[src/rtl/irq_agg_pkg.sv]
package irq_agg_pkg;
  typedef enum logic [1:0] {
    TRIG_RISE  = 2'b00,
    TRIG_FALL  = 2'b01,
    TRIG_LEVEL = 2'b10,
    TRIG_RSVD  = 2'b11
  } trig_mode_e;

  typedef enum logic [1:0] {
    PIN_HIGH  = 2'b00,
    PIN_LOW   = 2'b01,
    PIN_OPEN  = 2'b10,
    PIN_SPARE = 2'b11
  } pin_sel_e;

  localparam int ADDR_W = 2;
  localparam logic [ADDR_W-1:0] A_MODE_HI = 2'd0;
  localparam logic [ADDR_W-1:0] A_MODE_LO = 2'd1;
  localparam logic [ADDR_W-1:0] A_ENABLE  = 2'd2;
  localparam logic [ADDR_W-1:0] A_STATUS  = 2'd3;

  // Edge hit for one source given its mode and detected edges.
  function automatic logic trig_hit(input trig_mode_e m, input logic rise, input logic fall);
    case (m)
      TRIG_RISE: trig_hit = rise;
      TRIG_FALL: trig_hit = fall;
      default:   trig_hit = 1'b0;
    endcase
  endfunction

  // Next status bit for one source.
  function automatic logic stat_next(input trig_mode_e m, input logic cur, input logic hit,
                                     input logic lvl, input logic en, input logic clr);
    case (m)
      TRIG_RISE, TRIG_FALL: stat_next = (cur & ~clr) | (hit & en);
      TRIG_LEVEL:           stat_next = lvl & en;
      default:              stat_next = 1'b0;
    endcase
  endfunction

  // Pin drive: returns {level, output_enable}.
  function automatic logic [1:0] pin_drive(input pin_sel_e s, input logic req);
    case (s)
      PIN_LOW:  pin_drive = {~req, 1'b1};
      PIN_OPEN: pin_drive = {1'b0, req};
      default:  pin_drive = {req, 1'b1};
    endcase
  endfunction
endpackage

[src/rtl/irq_sync.sv]
module irq_sync #(
  parameter int WIDTH  = 8,
  parameter int STAGES = 2
) (
  input  logic             clk,
  input  logic             rst,
  input  logic [WIDTH-1:0] d_i,
  output logic [WIDTH-1:0] q_o
);
  logic [WIDTH-1:0] stage_q [STAGES];

  always_ff @(posedge clk) begin
    if (rst) begin
      for (int k = 0; k < STAGES; k++) stage_q[k] <= '0;
    end else begin
      stage_q[0] <= d_i;
      for (int k = 1; k < STAGES; k++) stage_q[k] <= stage_q[k-1];
    end
  end

  assign q_o = stage_q[STAGES-1];
endmodule

[src/rtl/irq_status.sv]
module irq_status
  import irq_agg_pkg::*;
#(
  parameter int N_SRC = 8
) (
  input  logic             clk,
  input  logic             rst,
  input  logic [N_SRC-1:0] cond_s,
  input  logic [N_SRC-1:0] mode_hi,
  input  logic [N_SRC-1:0] mode_lo,
  input  logic [N_SRC-1:0] enable,
  input  logic             clr,
  output logic [N_SRC-1:0] status,
  output logic [N_SRC-1:0] edge_hit
);
  logic [N_SRC-1:0] cond_d;
  logic [N_SRC-1:0] rise_w;
  logic [N_SRC-1:0] fall_w;
  logic [N_SRC-1:0] stat_nxt;

  always_ff @(posedge clk) begin
    if (rst) cond_d <= '0;
    else     cond_d <= cond_s;
  end

  assign rise_w = cond_s & ~cond_d;
  assign fall_w = ~cond_s & cond_d;

  for (genvar i = 0; i < N_SRC; i++) begin : g_src
    trig_mode_e m;
    assign m           = trig_mode_e'({mode_hi[i], mode_lo[i]});
    assign edge_hit[i] = trig_hit(m, rise_w[i], fall_w[i]);
    assign stat_nxt[i] = stat_next(m, status[i], edge_hit[i], cond_s[i], enable[i], clr);
  end

  always_ff @(posedge clk) begin
    if (rst) status <= '0;
    else     status <= stat_nxt;
  end
endmodule

[src/rtl/irq_pin.sv]
module irq_pin
  import irq_agg_pkg::*;
(
  input  logic       req,
  input  logic [1:0] pin_sel,
  output logic       int_o,
  output logic       int_oe
);
  logic [1:0] drv;
  assign drv    = pin_drive(pin_sel_e'(pin_sel), req);
  assign int_o  = drv[1];
  assign int_oe = drv[0];
endmodule

[src/rtl/irq_aggregator.sv]
module irq_aggregator
  import irq_agg_pkg::*;
#(
  parameter int N_SRC = 8
) (
  input  logic              clk,
  input  logic              rst,
  input  logic [N_SRC-1:0]  cond_i,
  input  logic              wr_en,
  input  logic              rd_en,
  input  logic [1:0]        addr,
  input  logic [N_SRC-1:0]  wdata,
  output logic [N_SRC-1:0]  rdata,
  input  logic [1:0]        pin_sel,
  output logic              int_o,
  output logic              int_oe
);
  localparam int SYNC_STAGES = 2;

  logic [N_SRC-1:0] mode_hi_q, mode_lo_q, enable_q;
  logic [N_SRC-1:0] cond_s, status, edge_hit;
  logic             rd_stat;
  logic             req;

  irq_sync #(.WIDTH(N_SRC), .STAGES(SYNC_STAGES)) u_sync (
    .clk(clk), .rst(rst), .d_i(cond_i), .q_o(cond_s)
  );

  always_ff @(posedge clk) begin
    if (rst) begin
      mode_hi_q <= '0;
      mode_lo_q <= '0;
      enable_q  <= '0;
    end else if (wr_en) begin
      case (addr)
        A_MODE_HI: mode_hi_q <= wdata;
        A_MODE_LO: mode_lo_q <= wdata;
        A_ENABLE:  enable_q  <= wdata;
        default:   ;
      endcase
    end
  end

  assign rd_stat = rd_en && (addr == A_STATUS);

  irq_status #(.N_SRC(N_SRC)) u_stat (
    .clk(clk), .rst(rst), .cond_s(cond_s), .mode_hi(mode_hi_q), .mode_lo(mode_lo_q),
    .enable(enable_q), .clr(rd_stat), .status(status), .edge_hit(edge_hit)
  );

  always_comb begin
    case (addr)
      A_MODE_HI: rdata = mode_hi_q;
      A_MODE_LO: rdata = mode_lo_q;
      A_ENABLE:  rdata = enable_q;
      default:   rdata = status;
    endcase
  end

  assign req = |(status & enable_q);

  irq_pin u_pin (.req(req), .pin_sel(pin_sel), .int_o(int_o), .int_oe(int_oe));
endmodule

[config.mk]
export PLATFORM = sky130hd
export DESIGN_NAME = irq_aggregator
export DESIGN_NICKNAME = d
export VERILOG_FILES = /design/src/rtl/irq_agg_pkg.sv /design/src/rtl/irq_sync.sv /design/src/rtl/irq_status.sv /design/src/rtl/irq_pin.sv /design/src/rtl/irq_aggregator.sv
export SDC_FILE = /design/constraint.sdc
export NUM_CORES = 1
export LEC_CHECK = 0
export BUFFER_PORTS_ARGS = -buffer_cell sky130_fd_sc_hd__buf_2
export CORE_MARGIN = 2
export CORE_UTILIZATION = 37
export CTS_BUF_LIST = sky130_fd_sc_hd__clkbuf_4 sky130_fd_sc_hd__clkbuf_8
export DETAILED_ROUTE_END_ITERATION = 10
export HOLD_SLACK_MARGIN = 0.03
export PLACE_DENSITY_LB_ADDON = 0.08
export SLEW_MARGIN = 20
export SYNTH_ARGS = -nofsm -noshare
export SYNTH_HDL_FRONTEND = slang
export SYNTH_SLANG_ARGS = --single-unit
[constraint.sdc]
create_clock -name clk -period 1.54 [get_ports clk]
set_clock_uncertainty 0.2 [all_clocks]
set_input_delay 0.077 -clock clk [delete_from_list [all_inputs] [get_ports clk]]
set_output_delay 0.077 -clock clk [all_outputs]
set_load 0.03 [all_outputs]
==> metrics.cfg, run 1 <==
[pwr]
peakVddDrop_mv=0.467
p_leak_nw=1.48
power_density_nw_per_um2=821
total_power_mw=2.71

[critical_path]
critPathMaxStageDelay_ns=0.35
crit_path_end_kind=output port
required_ns=1.26
cp_slowest_cell=dfxtp_2
start_kind=register
crit_fanout=3
cp_cell_sequence=a22oi_2, nand4_1, mux2_2, buf_4
critPathKind=reg2out
arrival_ns=1.48

[synthesis]
synth.net_count=229
netlist_area_um2=2300
yosysSeqAreaShare=0.487
yosysTopAreaCellShare=0.487
netlist_top_cells_count=56 x dfxtp_1, 25 x nor2b_1, 24 x mux2i_1, 24 x nor2_1
syn_avg_cell_area_um2=11.3
yosysWarningCount=0
synth.most_common_cell=dfxtp_1
synth.distinct_cells=24
yosysTopAreaCell=dfxtp_1
synth-seq-cells=56
ys.flop_type=dfxtp_1
netlist_instances=203
synth_edf_count=0
synth.area.top_cells=dfxtp_1 49%, mux2i_1 10%, mux4_1 9.1%
synth-async-reset-ratio=0

[cells_and_area]
final_cells=373
syn_to_final_growth_pct=43.3
n_fill_cell=560
final_core_util=0.554
diodes=0
num-nets-final=323
drive_above_1_share=0.332
fin_area_um2=3300

[timing]
holdWs_ns=0.117
worst_pin_slew_ns=0.757
period_minus_slack_ns=1.76
setup_slack_ns=-0.219
max_freq_mhz=569
relSlewSlack=0.495
hold_violations=0
rsz0062_at_grt=true
slew_viol_final=0
fin_crit_sh=1.14
finalSetupViolations=10

[hold_path]
hp-class=in2reg

[placed_design]
dp_cells=319
dp_hpwl_mm=3.19
numPortBuffers=33
place.gp.congestion=0.712
post_dp_cell_area_um2=2670

[clock_network]
cts_num_sinks=56
cts_tree=done
cts_max_path_buffers=2
clk_pin_slew_ns=0.10
cts_buffers=5
h-tree-depth=2
clk_latency_ns=0.31
cts-root-buf=clkbuf_8

[outcome]
failed_checks=setup timing
status=finished, violations left

[floorplanning]
die_width_um=82.9
rows=28
core_area_um2=5960
fp.dieArea_um2=6870
io_pins=34
die_h_um=82.9
start_util=0.387

[grt]
overflow=0
grt_max_degree=22
grt_pass1_wl_mm=8.36
antenna_found_initial=0
track_usage=0.151
grt_pass1_vias=1741

[drt]
firstDrtPassIters=4
avgRoutedWirePerCell_um=13.7
drc=0
viasPerCell=4.78
drt_wl_total_mm=5.09
ant_nets=0
vias=1784
drt_iter0_markers=35

[flow_run]
drv_cap=0

area by class of cell:
cell class / count / area (µm²) / area share
Inverter: 2 / 7.51 / 0.00227
Timing Repair Buffer: 98 / 866 / 0.262
Sequential cell: 56 / 1140 / 0.345
Clock inverter: 2 / 10.0 / 0.00303
Tap cell: 75 / 93.8 / 0.0284
Clock buffer: 6 / 82.6 / 0.0250
Multi-Input combinational cell: 134 / 1100 / 0.334
where the power goes:
part	internal [mW]	total [mW]	leakage [nW]	switching (mW)
clock network	0.360	0.826	0.0510	0.466
registers	1.50	1.52	0.464	0.0281
logic	0.208	0.359	0.969	0.151
cells by family (layout without fill, tap and decap cells):
kind of cell / after synthesis / after routing / share of synthesized area
AND/OR/NAND/NOR: 78 / 78 / 0.209
flip-flops: 56 / 56 / 0.487
multiplexers: 33 / 33 / 0.200
AO/OA/AOI/OAI: 21 / 21 / 0.0603
buffers and inverters: 13 / 108 / 0.0331
adder cells (fa/ha/maj): 2 / 2 / 0.0109
critical path, delay by kind of cell (launching register included):
family,cells,cell delay [ns]
flops,1,0.35
mux,1,0.30
compound gates,1,0.22
buf+inv,1,0.17
simple gates,1,0.15
routing by layer:
layer  GRT usage  vias up  part of all wire
met5           0        -                 0
met4      0.0537        0             0.014
met3      0.0298        7             0.030
met2       0.247       34              0.47
met1       0.199      832              0.48
li1            -      911                 -
through the flow:
step	setup TNS, ns	setup slack, ns
floorplan	0	0.240
global placement	0	0.0148
detailed placement	0	0.0120
CTS	-3.35	-0.230
global route	-1.79	-0.294
finish	-1.22	-0.219
worst paths after layout:
check                             startpoint  slack, ns  cells after the start                               to
max                 enable_q[1]$_SDFFE_PP0P_      -0.22                      4                            int_o
min                                    wr_en       0.12                      5         enable_q[6]$_SDFFE_PP0P_
max reg2reg        mode_lo_q[1]$_SDFFE_PP0P_       0.14                      3        mode_lo_q[1]$_SDFFE_PP0P_
min reg2reg  u_sync.stage_q[0][0]$_SDFF_PP0_       0.24                      1  u_sync.stage_q[0][8]$_SDFF_PP0_
registers in the layout (all words and copies together), names as in the netlist:
name,cells
mode_lo_q,8
u_sync.stage_q,16
u_stat.cond_d,8
enable_q,8
mode_hi_q,8
u_stat.status,8
repair_timing:
action / 4_1_cts / 5_1_grt
hold buffers: 34 / 0
setup buffers: 6 / 6
gates resized for setup: 49 / 10
endpoints found under the setup margin: 10 / 58
hold endpoints to repair: 56 / 0
pin swaps: 4 / 2
cell usage in the layout, fill, tap and decap left out, drive strengths merged, types with 4 or more instances in the layout:
cell type	n
a21oi	8
a22oi	4
and4b	8
buf	63
clkbuf	7
dfxtp	56
dlygate4sd3	32
mux2i	24
mux4	8
nand2b	8
nand4b	8
nor2	24
nor2b	25
o31ai	8
Power figures use the tool's default switching activity.
==> run 2: changes to the inputs <==
--- a/config.mk
+++ b/config.mk
@@ -5,11 +5,11 @@
 export SDC_FILE = /design/constraint.sdc
 export NUM_CORES = 1
 export LEC_CHECK = 0
-export BUFFER_PORTS_ARGS = -buffer_cell sky130_fd_sc_hd__buf_2
 export CORE_MARGIN = 2
 export CORE_UTILIZATION = 37
 export CTS_BUF_LIST = sky130_fd_sc_hd__clkbuf_4 sky130_fd_sc_hd__clkbuf_8
 export DETAILED_ROUTE_END_ITERATION = 10
+export DONT_BUFFER_PORTS = 1
 export HOLD_SLACK_MARGIN = 0.03
 export PLACE_DENSITY_LB_ADDON = 0.08
 export SLEW_MARGIN = 20
==> metrics.cfg, run 2 (synthesis gave the netlist of run 1 again) <==
[critical_path]
required_ns=1.26
worstRegToRegCells=3
r2r-start=enable_q[0]$_SDFFE_PP0P_
arrival_ns=1.42
crit_fanout=2
r2r_end=enable_q[0]$_SDFFE_PP0P_
cp_slowest_cell=a211o_4
r2r_setup_slack_ns=0.12
critPathKind=reg2out
start_kind=register
critPathMaxStageDelay_ns=0.41
crit_path_end_kind=output port
cp_cell_sequence=a22oi_2, nand4_1, a211o_4

[timing]
holdWs_ns=0.0198
rsz0062_at_grt=true
slew_viol_final=0
finalSetupViolations=3
hold_violations=0
setup_slack_ns=-0.161
worst_pin_slew_ns=0.493
period_minus_slack_ns=1.70
fin_crit_sh=1.10
max_freq_mhz=588
relSlewSlack=0.670

[cells_and_area]
multi_input_comb_area_um2=1100
register_area_um2=1150
num-nets-final=258
largest-register=u_sync.stage_q
drive_above_1_share=0.206
largest_reg_flops=16
syn_to_final_growth_pct=21.1
final_core_util=0.468
layout_commonest_cell=dfxtp_1
final_cell_mix=39 x dfxtp_1, 25 x nor2b_1, 24 x mux2i_1, 24 x nor2_1, 23 x dlygate4sd3_1
diodes=0
n_fill_cell=569

[pwr]
switchingPower_uw=619
switching_share=0.239
power.internal_mw=1.97
pwr-share-clk=0.313
total_power_mw=2.59
pwr-share-seq=0.589
peakVddDrop_mv=0.466
p_leak_nw=1.13
power_density_nw_per_um2=929
pwr-share-comb=0.098

[floorplanning]
io_pins=34
core_area_um2=5960
die_width_um=82.9
rows=28
die_h_um=82.9
fp.dieArea_um2=6870
start_util=0.387

[hold_path]
hp-class=in2reg
hold_start=addr[1]
whs_endpoint=mode_hi_q[7]$_SDFFE_PP0P_
min_path_cells=4

[placed_design]
numPortBuffers=0
place.gp.congestion=0.745
dp_hpwl_mm=3.20

[grt]
grt_pass1_wl_mm=8.44
overflow=0
grt_max_degree=56
track_usage=0.154
grt_pass1_vias=1686
antenna_found_initial=0

[drt]
vias=1653
drt_iter0_markers=42
ant_nets=0
avgRoutedWirePerCell_um=17.4
drc=0
firstDrtPassIters=4
drt_wl_total_mm=5.37
viasPerCell=5.37

[clock_network]
cts-root-buf=clkbuf_8
cts_max_path_buffers=2
clk_pin_slew_ns=0.09
clk_latency_ns=0.31
h-tree-depth=2
cts_num_sinks=56
cts_buffers=5
cts_tree=done

[flow_run]
drv_cap=0

[outcome]
status=finished, violations left
failed_checks=setup timing

[run 2: cell types whose count changed in the layout (fill, tap and decap cells not counted), moves of 2 or more]
cell	change
buf_2	-21
buf_4	-15
buf_6	-18
clkinv_2	-2
dfxtp_1	-3
dfxtp_4	+3
dlygate4sd3_1	-9
[run 2: critical path: cells and delay by family, from the launching register on]
| family | cells | cell delay (ns) |
|---|---|---|
| and+or+nand+nor | 1 | 0.17 |
| AOI/OAI and AO/OA | 2 | 0.62 |
| DFF | 1 | 0.34 |
[run 2: cell type report]
class                      count  share of cell area
inverter                       2             0.00269
timing repair buffer          33               0.122
clock buffer                   6              0.0274
clock inverter                 2             0.00583
multi-input combinational    134               0.396
sequential                    56               0.412
tap                           75              0.0336
[run 2: per-stage QoR]
step	cells	setup slack (ns)	cell area, µm²	TNS, ns
floorplan	203	0.240	2300	0
finish	308	-0.161	2790	-0.394
detailed placement	270	0.0769	2350	0
global route	308	-0.259	2790	-0.764
CTS	305	-0.190	2730	-0.641
global placement	270	0.0820	2350	0
[run 2: layer usage]
metal	vias up	global-route usage	share of wire
met2	58	0.259	0.49
li1	785	-	-
met5	-	0	0
met1	802	0.196	0.45
met4	0	0.0447	0.011
met3	8	0.0388	0.053
[run 2: power groups by stage]
stage	clock network [mW]	registers [mW]	logic (mW)
after detailed placement	0	1.56	0.152
after global placement	0	1.55	0.149
after CTS	0.842	1.53	0.239
final	0.810	1.53	0.254
after floorplan	0	1.55	0.163
after global routing	0.906	1.53	0.276
[run 2: how the worst max path moves through the flow]
stage | start | endpoint | slack, ns
6_report | enable_q[5]$_SDFFE_PP0P_ | int_oe | -0.16
5_1_grt | enable_q[5]$_SDFFE_PP0P_ | int_oe | -0.26
4_1_cts | enable_q[5]$_SDFFE_PP0P_ | int_oe | -0.19
3_5_place_dp | enable_q[5]$_SDFFE_PP0P_ | int_oe | 0.08
3_3_place_gp | enable_q[1]$_SDFFE_PP0P_ | int_oe | 0.08
2_1_floorplan | enable_q[4]$_SDFFE_PP0P_ | int_oe | 0.24
[run 2: repair_timing]
action,4_1_cts,5_1_grt
endpoints found under the hold margin,56,1
pin swaps,3,1
gates resized for setup,18,17
buffers inserted,1,3
endpoints found under the setup margin,10,20
cloned,0,1
hold buffers,26,1
